**src/rtl/sar_seq_pkg.sv**
```systemverilog
package sar_seq_pkg;

    typedef enum logic [1:0] {
        ST_IDLE = 2'd0,
        ST_CONV = 2'd1,
        ST_DONE = 2'd2,
        ST_ACQ  = 2'd3
    } sar_state_e;

endpackage

```
**src/rtl/sar_clk_div.sv**
```systemverilog
// Decision-rate generator: one tick every DIV_CYC cycles while run_i is high.
module sar_clk_div #(
    parameter int DIV_CYC = 4
) (
    input  logic clk,
    input  logic rst_n,
    input  logic run_i,
    output logic tick_o
);
    localparam int CW = (DIV_CYC > 1) ? $clog2(DIV_CYC) : 1;
    localparam logic [CW-1:0] LAST = CW'(DIV_CYC - 1);

    logic [CW-1:0] cnt_q;

    always_ff @(posedge clk or negedge rst_n) begin
        if (!rst_n) begin
            cnt_q <= '0;
        end else if (!run_i || cnt_q == LAST) begin
            cnt_q <= '0;
        end else begin
            cnt_q <= cnt_q + 1'b1;
        end
    end

    assign tick_o = run_i && (cnt_q == LAST);

endmodule

```
**src/rtl/sar_bit_reg.sv**
```systemverilog
// Approximation register with bit pointer and latched length.
module sar_bit_reg #(
    parameter int RES_W   = 12,
    parameter int SHORT_W = 8
) (
    input  logic             clk,
    input  logic             rst_n,
    input  logic             load_i,
    input  logic             short_i,
    input  logic             tick_i,
    input  logic             cmp_hi_i,
    output logic [RES_W-1:0] code_o,
    output logic             short_o,
    output logic             last_o
);
    localparam int PW = $clog2(RES_W + 1);
    localparam logic [PW-1:0] TOP_PTR   = PW'(RES_W - 1);
    localparam logic [PW-1:0] SHORT_END = PW'(RES_W - SHORT_W);
    localparam logic [RES_W-1:0] MSB_ONLY = {1'b1, {(RES_W-1){1'b0}}};

    logic [RES_W-1:0] sar_q;
    logic [RES_W-1:0] sar_nxt;
    logic [PW-1:0]    ptr_q;
    logic             short_q;
    logic [PW-1:0]    stop_ptr;

    assign stop_ptr = short_q ? SHORT_END : '0;

    // Per-bit update: the pointed bit takes the decision, the bit below it
    // becomes the next trial (even after the final short decision).
    genvar g;
    generate
        for (g = 0; g < RES_W; g++) begin : g_bit
            always_comb begin
                if (ptr_q == PW'(g)) begin
                    sar_nxt[g] = ~cmp_hi_i;
                end else if (ptr_q == PW'(g + 1)) begin
                    sar_nxt[g] = 1'b1;
                end else begin
                    sar_nxt[g] = sar_q[g];
                end
            end
        end
    endgenerate

    always_ff @(posedge clk or negedge rst_n) begin
        if (!rst_n) begin
            sar_q   <= '0;
            ptr_q   <= TOP_PTR;
            short_q <= 1'b0;
        end else if (load_i) begin
            sar_q   <= MSB_ONLY;
            ptr_q   <= TOP_PTR;
            short_q <= short_i;
        end else if (tick_i) begin
            sar_q <= sar_nxt;
            if (ptr_q != stop_ptr) begin
                ptr_q <= ptr_q - 1'b1;
            end
        end
    end

    assign code_o  = sar_q;
    assign short_o = short_q;
    assign last_o  = tick_i && (ptr_q == stop_ptr);

endmodule

```
**src/rtl/sar_seq_ctrl.sv**
```systemverilog
// Sequencing state machine: IDLE -> CONV -> DONE -> ACQ -> IDLE.
module sar_seq_ctrl
    import sar_seq_pkg::*;
#(
    parameter int ACQ_CYC = 6
) (
    input  logic       clk,
    input  logic       rst_n,
    input  logic       start_i,
    input  logic       last_i,
    output sar_state_e state_o,
    output logic       load_o,
    output logic       run_o,
    output logic       busy_o,
    output logic       done_o,
    output logic       hold_o
);
    localparam int AW = (ACQ_CYC > 1) ? $clog2(ACQ_CYC) : 1;
    localparam logic [AW-1:0] ACQ_LAST = AW'(ACQ_CYC - 1);

    sar_state_e    state_q, state_d;
    logic [AW-1:0] acq_q;

    always_ff @(posedge clk or negedge rst_n) begin
        if (!rst_n) begin
            state_q <= ST_IDLE;
            acq_q   <= '0;
        end else begin
            state_q <= state_d;
            acq_q   <= (state_q == ST_ACQ) ? acq_q + 1'b1 : '0;
        end
    end

    always_comb begin
        state_d = state_q;
        unique case (state_q)
            ST_IDLE: if (start_i) state_d = ST_CONV;
            ST_CONV: if (last_i)  state_d = ST_DONE;
            ST_DONE: state_d = ST_ACQ;
            ST_ACQ:  if (acq_q == ACQ_LAST) state_d = ST_IDLE;
            default: state_d = ST_IDLE;
        endcase
    end

    always_comb begin
        load_o = 1'b0;
        run_o  = 1'b0;
        busy_o = 1'b0;
        done_o = 1'b0;
        hold_o = 1'b0;
        unique case (state_q)
            ST_IDLE: load_o = start_i;
            ST_CONV: begin
                run_o  = 1'b1;
                busy_o = 1'b1;
                hold_o = 1'b1;
            end
            ST_DONE: done_o = 1'b1;
            ST_ACQ:  ;
            default: ;
        endcase
    end

    assign state_o = state_q;

endmodule

```
**src/rtl/sar_seq_top.sv**
```systemverilog
module sar_seq_top
    import sar_seq_pkg::*;
#(
    parameter int RES_W   = 12,
    parameter int SHORT_W = 8,
    parameter int DIV_CYC = 4,
    parameter int ACQ_CYC = 6
) (
    input  logic             clk,
    input  logic             rst_n,
    input  logic             start_i,
    input  logic             short_i,
    input  logic             cmp_hi_i,
    output logic [RES_W-1:0] dac_code_o,
    output logic [RES_W-1:0] result_o,
    output logic             busy_o,
    output logic             done_o,
    output logic             hold_o
);
    sar_state_e       ctl_state;
    logic             load;
    logic             run;
    logic             tick;
    logic             last;
    logic             len_short;
    logic [RES_W-1:0] code;

    sar_seq_ctrl #(.ACQ_CYC(ACQ_CYC)) u_ctrl (
        .clk     (clk),
        .rst_n   (rst_n),
        .start_i (start_i),
        .last_i  (last),
        .state_o (ctl_state),
        .load_o  (load),
        .run_o   (run),
        .busy_o  (busy_o),
        .done_o  (done_o),
        .hold_o  (hold_o)
    );

    sar_clk_div #(.DIV_CYC(DIV_CYC)) u_div (
        .clk    (clk),
        .rst_n  (rst_n),
        .run_i  (run),
        .tick_o (tick)
    );

    sar_bit_reg #(.RES_W(RES_W), .SHORT_W(SHORT_W)) u_sar (
        .clk      (clk),
        .rst_n    (rst_n),
        .load_i   (load),
        .short_i  (short_i),
        .tick_i   (tick),
        .cmp_hi_i (cmp_hi_i),
        .code_o   (code),
        .short_o  (len_short),
        .last_o   (last)
    );

    assign dac_code_o = code;
    assign result_o   = code;

endmodule

```
**config.mk**
```make
export PLATFORM = sky130hd
export DESIGN_NAME = sar_seq_top
export DESIGN_NICKNAME = d
export VERILOG_FILES = /design/src/rtl/sar_seq_pkg.sv /design/src/rtl/sar_clk_div.sv /design/src/rtl/sar_bit_reg.sv /design/src/rtl/sar_seq_ctrl.sv /design/src/rtl/sar_seq_top.sv
export SDC_FILE = /design/constraint.sdc
export NUM_CORES = 1
export LEC_CHECK = 0
export ABC_AREA = 1
export CAP_MARGIN = 0
export CORE_MARGIN = 2
export CORE_UTILIZATION = 56
export CTS_CLUSTER_DIAMETER = 40
export CTS_CLUSTER_SIZE = 16
export DETAILED_ROUTE_END_ITERATION = 12
export PLACE_DENSITY_LB_ADDON = 0.12
export SYNTH_ARGS = -nofsm -noshare
export SYNTH_HDL_FRONTEND = slang
export SYNTH_SLANG_ARGS = --single-unit
```
**constraint.sdc**
```tcl
create_clock -name clk -period 4.34 [get_ports clk]
set_input_delay 0.434 -clock clk [delete_from_list [all_inputs] [get_ports clk]]
set_output_delay 0.434 -clock clk [all_outputs]
set_load 0.01 [all_outputs]
```
======== Word level (Yosys, flattened, before mapping) ========
Cells that the tools add are included.
word-level totals
  logic and storage cells ................. 116
  output and inout port bits .............. 27
  memory bits (read-only) ................. 0
  register bits after elaboration ......... 24
  input port bits ......................... 5
  memories kept ........................... 0
  latch bits .............................. 0
  RAM bits ................................ 0
operators by class
  bitwise logic cells ..................... 1
  multiply operators ...................... 0
  add/sub/neg operators ................... 3
  eq/ne operators ......................... 22
  order comparisons ....................... 0
  mux-type cells .......................... 39
  reduce and logical (&&, ||, !) cells .... 34
  shift operators ......................... 0
  div/mod/pow operators ................... 0
operator list
  cell                   number
  $reduce_bool A3 Y1     12
  $mux W1                27
  $reduce_and A2 Y1      13
  $mux W12               2
  $eq A4 B4 Y1 const B   5
  $eq A4 B3 Y1 const B   4
  $mux W4                3
  $eq A4 B2 Y1 const B   2
  $mux W2                4
  $pmux W2 S4            1
  $eq A2 B2 Y1 const B   3
  $mux W3                2
  $ne A2 B2 Y1 const B   3
  $eq A4 B1 Y1 const B   1
  $eq A4 B4 Y1           1
  $logic_not A4 Y1       1
  $ne A4 B4 Y1           1
  $reduce_bool A2 Y1     2
  $sub A4 B1 Y4 const B  1
  $add A3 B1 Y3 const B  1
  $eq A3 B3 Y1 const B   1
  $reduce_and A3 Y1      1
  $add A2 B1 Y2 const B  1
  $eq A2 B1 Y1 const B   1
  5 further kinds        6

======== Depth between registers and ports, before layout ========
Gate-level depths: netlist (run 1).
  depth after elaboration ................. 6
  gate-level depth with buffers ........... 10
  gate-level depth less buffers ........... 9

======== Modules after synthesis ========
Synthesis (run 1) repeated with hierarchy kept, for this count alone.
second synthesis, totals
  cell total of the unflattened synthesis .. 237
  area total of the unflattened synthesis .. 1,731.7 µm²
modules (own cells, without submodules)
  module        area each (µm²)  seq. area each (µm²)  cells each  times used
  sar_bit_reg   1,203.7          429.2                 175         1
  sar_seq_ctrl  349.1            125.1                 40          1
  sar_seq_top   90.1             0.0                   12          1
  sar_clk_div   88.8             50.0                  10          1

======== Worst setup path before layout (run 1) ========
OpenSTA, ideal clock, no wires.
  path kind ............................... register -> register
  start ................................... register u_sar.ptr_q[0]
  end ..................................... register u_sar.ptr_q[2]
  data required time ...................... 4.223 ns
  setup slack ............................. 2.900 ns
  arrival time ............................ 1.323 ns
  buffers on the path ..................... 1
  cell stages (with the launch flop) ...... 10
  cells stage by stage .................... dfstp_2 > inv_1 > ha_1 > buf_6 > inv_1 > nor2_1 > nand3_2 > nand2_2 > nand3_1 > nand2_1
on the way
  word-level cells in the longest chain between the ends .. 4
  elaborated cells between the ends (all ways) .. 7
RTL lines
  element                 line               RTL
  from (decl)             sar_bit_reg.sv:23  logic [PW-1:0] ptr_q;
  from (signal assigned)  sar_bit_reg.sv:58  ptr_q <= ptr_q - 1'b1;
  $sub A4 B1 Y4           sar_bit_reg.sv:58
  $mux W4                 sar_bit_reg.sv:57  if (ptr_q != stop_ptr) begin
  $mux W4                 sar_bit_reg.sv:55  end else if (tick_i) begin
  $mux W4                 sar_bit_reg.sv:51  end else if (load_i) begin
Parallel ways exist; a longest one is shown, timed or not. The select of a mux whose other input is x is not followed.
A chain may end at the register's enable or synchronous reset.

======== Worst setup path in the final report (run 1) ========
  start ................................... register u_ctrl.state_q[1], in the netlist u_ctrl.state_o[1]
  end ..................................... output busy_o
on the way
  word-level cells in the longest chain between the ends .. 2
RTL lines
  element                 line                RTL
  from (decl)             sar_seq_ctrl.sv:21  sar_state_e state_q, state_d;
  from (signal assigned)  sar_seq_ctrl.sv:29  state_q <= state_d;
  $eq A2 B1 Y1            sar_seq_ctrl.sv:51  unique case (state_q)
  $mux W1                 sar_seq_ctrl.sv:51
  to (decl)               sar_seq_top.sv:16   output logic busy_o,
Every way passes these cells.

==> impl_metrics.ini, run 1 <==
[routing]
wirelength_mm = 3.063
route.detailed.drc = 0
vias = 1435
drt_iter0_drc = 50
vias_per_cell = 5.162
first_pass_iters = 4
wire_per_inst_um = 11.02
final_antenna_net_count = 0

[timing]
fmax_mhz = 460.3
hold_violations = 0
tightest_slew_ns = 1.052
relSlewSlack_pct = 29.67
period_share_pct = 50.05
setup_viol = 0
tns_ns = 0
min_period_ns = 2.172
maxSlewViolCount = 0
clock_skew_ns = 0.005648
rsz0062_at_grt = no

[outcome]
status = completed

[grt]
grt_pass1_wl_mm = 5.361
grt_max_degree = 35
grt_use_total_pct = 19.46
antenna_found_initial = 0
grt_pass1_vias = 1263
globalRoute.totalOverflow = 0

[synthesis]
syn_inst = 233
syn-num-nets = 250
ys_seq_area_share_pct = 34.65
synth_cell_types = 22
yosysWarnings = 0
synth-seq-cells = 24
netlist_area_mm2 = 0.001744
syn_avg_cell_area_um2 = 7.486

[job]
maxCapViolCount = 0

[layout]
diodes = 0
layout_commonest_cell = nand2_1
syn2layout_area_growth_pct = 12.98
final_nets = 263
drive_above_1_share_pct = 9.796
stdcell_area_mm2 = 0.001971
final_cell_mix = nand2_1 (72), nand3_1 (36), clkdlybuf4s50_1 (31)

[clock_tree]
path_clk_slew_ns = 0.13
cts_tree = yes
clkSinkCount = 24
cts_hold_buf = 0
cts_setup_buffers = 0
htreeDepth = 1
cts_buffer_depth = 2
clk_latency_ns = 0.32
cts_resized = 0
root_buffer = clkbuf_4
cts_made_buffers = 3

[placed_design]
port_buffers = 31
gp_congestion = 0.8085
post-dp-hpwl_mm = 2.206
place_area_mm2 = 0.001918

[setup_path]
critPathLaunchType = register
critPathRequiredTime_ns = 3.91
r2r_slack_ns = 2.29
end_kind = primary output
worstSetupPathType = reg -> out
critPathMaxFanout = 5
arrival_ns = 1.74

[floorplanning]
io_pins = 32
initial_core_util_pct = 58.08
die_h_um = 59.81
core_mm2 = 0.003003
dieArea_mm2 = 0.003577
die_w_um = 59.81
rows = 20

[power]
irDropWorstVdd_mv = 0.3415
p_total_mw = 1.422
power_density_mw_per_mm2 = 721.8
leakage_nw = 1.021

[min_path]
hold_class = reg -> reg
Yosys cell counts:
| cell type | n | area, um^2 |
|---|---|---|
| o21bai_1 | 1 | 7.510 |
| inv_2 | 1 | 3.750 |
| nand2_2 | 5 | 31.28 |
| nand3_2 | 8 | 80.08 |
| buf_2 | 4 | 20.02 |
| nand3_1 | 36 | 180.2 |
| dfrtp_1 | 21 | 525.5 |
| a21oi_1 | 2 | 10.01 |
| nand4_1 | 9 | 56.30 |
| nor2_1 | 10 | 37.54 |
| or2_2 | 1 | 6.260 |
| ha_1 | 12 | 150.1 |
| buf_6 | 4 | 45.04 |
| dfstp_2 | 3 | 78.83 |
| xnor2_1 | 1 | 8.760 |
| nand2_1 | 72 | 270.3 |
| o21ai_0 | 1 | 5.000 |
| inv_4 | 1 | 6.260 |
| nor2_4 | 1 | 11.26 |
| inv_1 | 24 | 90.09 |
| o21a_1 | 1 | 7.510 |
| buf_4 | 15 | 112.6 |
critical path, stage by stage (launching register included):
cell,delay [ns]
dfrtp_1,0.46
inv_1,0.12
ha_1,0.26
clkdlybuf4s50_1,0.57
sequential cells by signal, summed over array words and instances, names as in the netlist:
register	flops
u_ctrl.acq_q	3
u_ctrl.state_o	2
u_div.cnt_q	2
u_sar.code_o	12
u_sar.ptr_q	4
u_sar.short_o	1
metrics by stage:
stage | utilization (%) | setup slack, ns | cells | hold WS (ns)
after detailed placement | 63.88 | 2.144 | 274 | 0.4305
after global routing | 65.63 | 2.075 | 278 | 0.4620
after CTS | 65.63 | 2.148 | 278 | 0.4486
after floorplan | - | 2.900 | 233 | 0.1384
after global placement | 63.88 | 2.182 | 274 | 0.4267
final | 65.63 | 2.168 | 278 | 0.4478
metal layers:
| metal | vias up | wire, um | GRT usage [%] |
|---|---|---|---|
| met3 | 5 | 116 | 2.165 |
| met5 | - | 0 | 0 |
| met1 | 637 | 1408 | 25.14 |
| li1 | 756 | - | - |
| met2 | 37 | 1482 | 32.30 |
| met4 | 0 | 55 | 9.206 |
kinds of logic (layout without fill, tap and decap cells):
group                    Yosys count  in the layout  synth area share, %
AO/OA/AOI/OAI                      5              5                1.722
XOR/XNOR                           1              1               0.5022
adder cells (fa/ha/maj)           12             12                8.608
buffers and inverters             49             61                15.93
flip-flops                        24             24                34.65
AND/OR/NAND/NOR                  142            142                38.59
where the power goes:
group,switching [mW],total (mW),internal (mW)
registers,0.106,0.436,0.330
logic,0.428,0.823,0.395
clock network,0.0693,0.163,0.0935
final timing paths:
kind	from	to	depth (start not counted)
worst max register to register	u_ctrl.state_o[0]	u_sar.ptr_q[2]	6
min in group asynchronous	rst_n	u_ctrl.acq_q[0]	1
worst min-delay path	u_div.cnt_q[0]	u_div.cnt_q[0]	1
worst min register to register	u_div.cnt_q[0]	u_div.cnt_q[0]	1
max in group asynchronous	rst_n	u_sar.ptr_q[2]	1
worst max-delay path	u_ctrl.state_o[1]	busy_o	3
layout make-up:
class | instances | area [um^2]
Inverter | 26 | 100.1
Sequential cell | 24 | 604.3
Multi-Input combinational cell | 160 | 862.1
Clock inverter | 1 | 30.03
Tap cell | 33 | 41.29
Timing Repair Buffer | 31 | 310.3
Fill cell | 286 | 1032
Clock buffer | 3 | 22.52
Note: power is estimated with default switching activity, not from simulation.
==> run 2: changes to the inputs <==
--- a/config.mk
+++ b/config.mk
@@ -8,7 +8,7 @@
 export ABC_AREA = 1
 export CAP_MARGIN = 0
 export CORE_MARGIN = 2
-export CORE_UTILIZATION = 56
+export CORE_UTILIZATION = 47
 export CTS_CLUSTER_DIAMETER = 40
 export CTS_CLUSTER_SIZE = 16
 export DETAILED_ROUTE_END_ITERATION = 12
==> constraint.sdc (replaced) <==
create_clock -name clk -period 1.8 [get_ports clk]
set_input_delay 0.18 -clock clk [delete_from_list [all_inputs] [get_ports clk]]
set_output_delay 0.18 -clock clk [all_outputs]
set_load 0.01 [all_outputs]
==> impl_metrics.ini, run 2 (synthesized netlist as in run 1, its figures left out) <==
[setup_path]
path_buf_inv = 2
critPathRequiredTime_ns = 1.62
slowest_delay_ns = 0.54
worstSetupPathType = reg -> out
end_kind = primary output
critPathMaxFanout = 5
critPathTopFamily = buffers and inverters
critPathLaunchType = register
slowest_stage = clkdlybuf4s50_1
arrival_ns = 1.54
path_cells = inv_1 -> ha_4 -> clkdlybuf4s50_1

[layout]
ff_latch_area_um2 = 604.3
layout_commonest_cell = nand2_1
multi_input_area_um2 = 877.1
syn2layout_area_growth_pct = 17.00
final_nets = 265
largest_reg_flops = 12
final_cell_mix = nand2_1 (72), nand3_1 (36), clkdlybuf4s50_1 (30)
diodes = 0
stdcell_area_mm2 = 0.002041
drive_above_1_share_pct = 11.34
fillCellCount = 338

[timing]
setup_ws_ns = 0.07924
clock_skew_ns = 0.005627
min_period_ns = 1.721
tns_ns = 0
setup_viol = 0
fmax_mhz = 581.1
maxSlewViolCount = 0
period_share_pct = 95.60
tightest_slew_ns = 0.5803
relSlewSlack_pct = 61.31
hold_violations = 0
rsz0062_at_grt = no

[clock_tree]
root_buffer = clkbuf_8
cts_buffer_depth = 2
clk_latency_ns = 0.27
cts_made_buffers = 3
cts_hold_buf = 0
htreeDepth = 1
clkSinkCount = 24
cts_tree = yes
path_clk_slew_ns = 0.09

[grt]
grt_pass1_wl_mm = 5.671
grt_pass1_vias = 1308
globalRoute.totalOverflow = 0
grt_max_degree = 32
grt_use_total_pct = 16.89
antenna_found_initial = 0

[power]
power_density_mw_per_mm2 = 1734
leakage_nw = 1.051
p_total_mw = 3.539
irDropWorstVdd_mv = 0.7524

[floorplanning]
io_pins = 32
dieArea_mm2 = 0.004215
die_w_um = 64.92
die_h_um = 64.92
rows = 22
initial_core_util_pct = 48.37
core_mm2 = 0.003606

[routing]
drt_iter0_drc = 50
first_pass_iters = 4
vias_per_cell = 4.797
final_antenna_net_count = 0
vias = 1415
wire_per_inst_um = 10.47
route.detailed.drc = 0
wirelength_mm = 3.089

[placed_design]
port_buffers = 31
gp_congestion = 0.7493
post-dp-hpwl_mm = 2.254
place_area_mm2 = 0.001952
pre_cts_ws_ns = 0.1427

[outcome]
status = completed

[min_path]
hold_class = in -> async

[job]
maxCapViolCount = 0
-- run 2: cell types whose count changed in the layout (fill, tap and decap cells not counted) --
cell             previous run  this run
ha_1                       12        10
clkbuf_8                    0         3
buf_4                       0         2
ha_2                        0         1
ha_4                        0         1
dlymetal6s2s_1              0         1
clkdlybuf4s50_1            31        30
clkbuf_4                    3         0
-- run 2: final timing paths --
path                                    from         endpoint  slack (ns)  depth (start not counted)
min in group clk              u_div.cnt_q[0]   u_div.cnt_q[0]        0.44                          1
max reg2reg                u_ctrl.state_o[0]  u_sar.code_o[1]        0.17                          7
min reg2reg                   u_div.cnt_q[0]   u_div.cnt_q[0]        0.44                          1
min                                    rst_n  u_sar.code_o[3]        0.26                          2
max                        u_ctrl.state_o[1]           hold_o        0.08                          3
max in group asynchronous              rst_n   u_sar.ptr_q[0]        1.25                          2
-- run 2: power by group --
part	total (mW)	switching [mW]	internal, mW
Combinational	2.01	1.04	0.977
Clock	0.480	0.182	0.298
Sequential	1.05	0.248	0.797
Total	3.54	1.47	2.07
-- run 2: worst register-to-register path, delay by kind of cell (launching register included) --
| family | cells | cell delay (ns) |
|---|---|---|
| DFF | 1 | 0.44 |
| buffers and inverters | 2 | 0.42 |
| and+or+nand+nor | 4 | 0.42 |
| adders and majority gates | 1 | 0.24 |
-- run 2: final cells by class --
class                           count  area share, %
Clock inverter                      1          1.471
Inverter                           26          4.905
Sequential cell                    24          29.61
Clock buffer                        3          2.023
Tap cell                           48          2.943
Multi-Input combinational cell    160          42.98
Timing Repair Buffer               33          16.06
-- run 2: metal layers --
layer,track usage (%),part of all wire [%]
met1,22.17,47
met2,28.35,49
met3,2.431,3.4
met4,5.851,1.0
met5,0,0
-- run 2: metrics by stage --
stage	instances	utilization, %	hold WS [ns]
floorplan	233	-	-0.1156
global placement	291	54.13	0.4284
detailed placement	291	54.13	0.4349
CTS	295	56.18	0.2763
global route	295	56.59	0.3201
finish	295	56.59	0.2630
-- run 2: what timing repair did --
action                     in CTS  in global routing
setup buffers                   0                  0
cloned                          0                  0
resized for setup               1                  3
setup endpoints to repair       2                  5
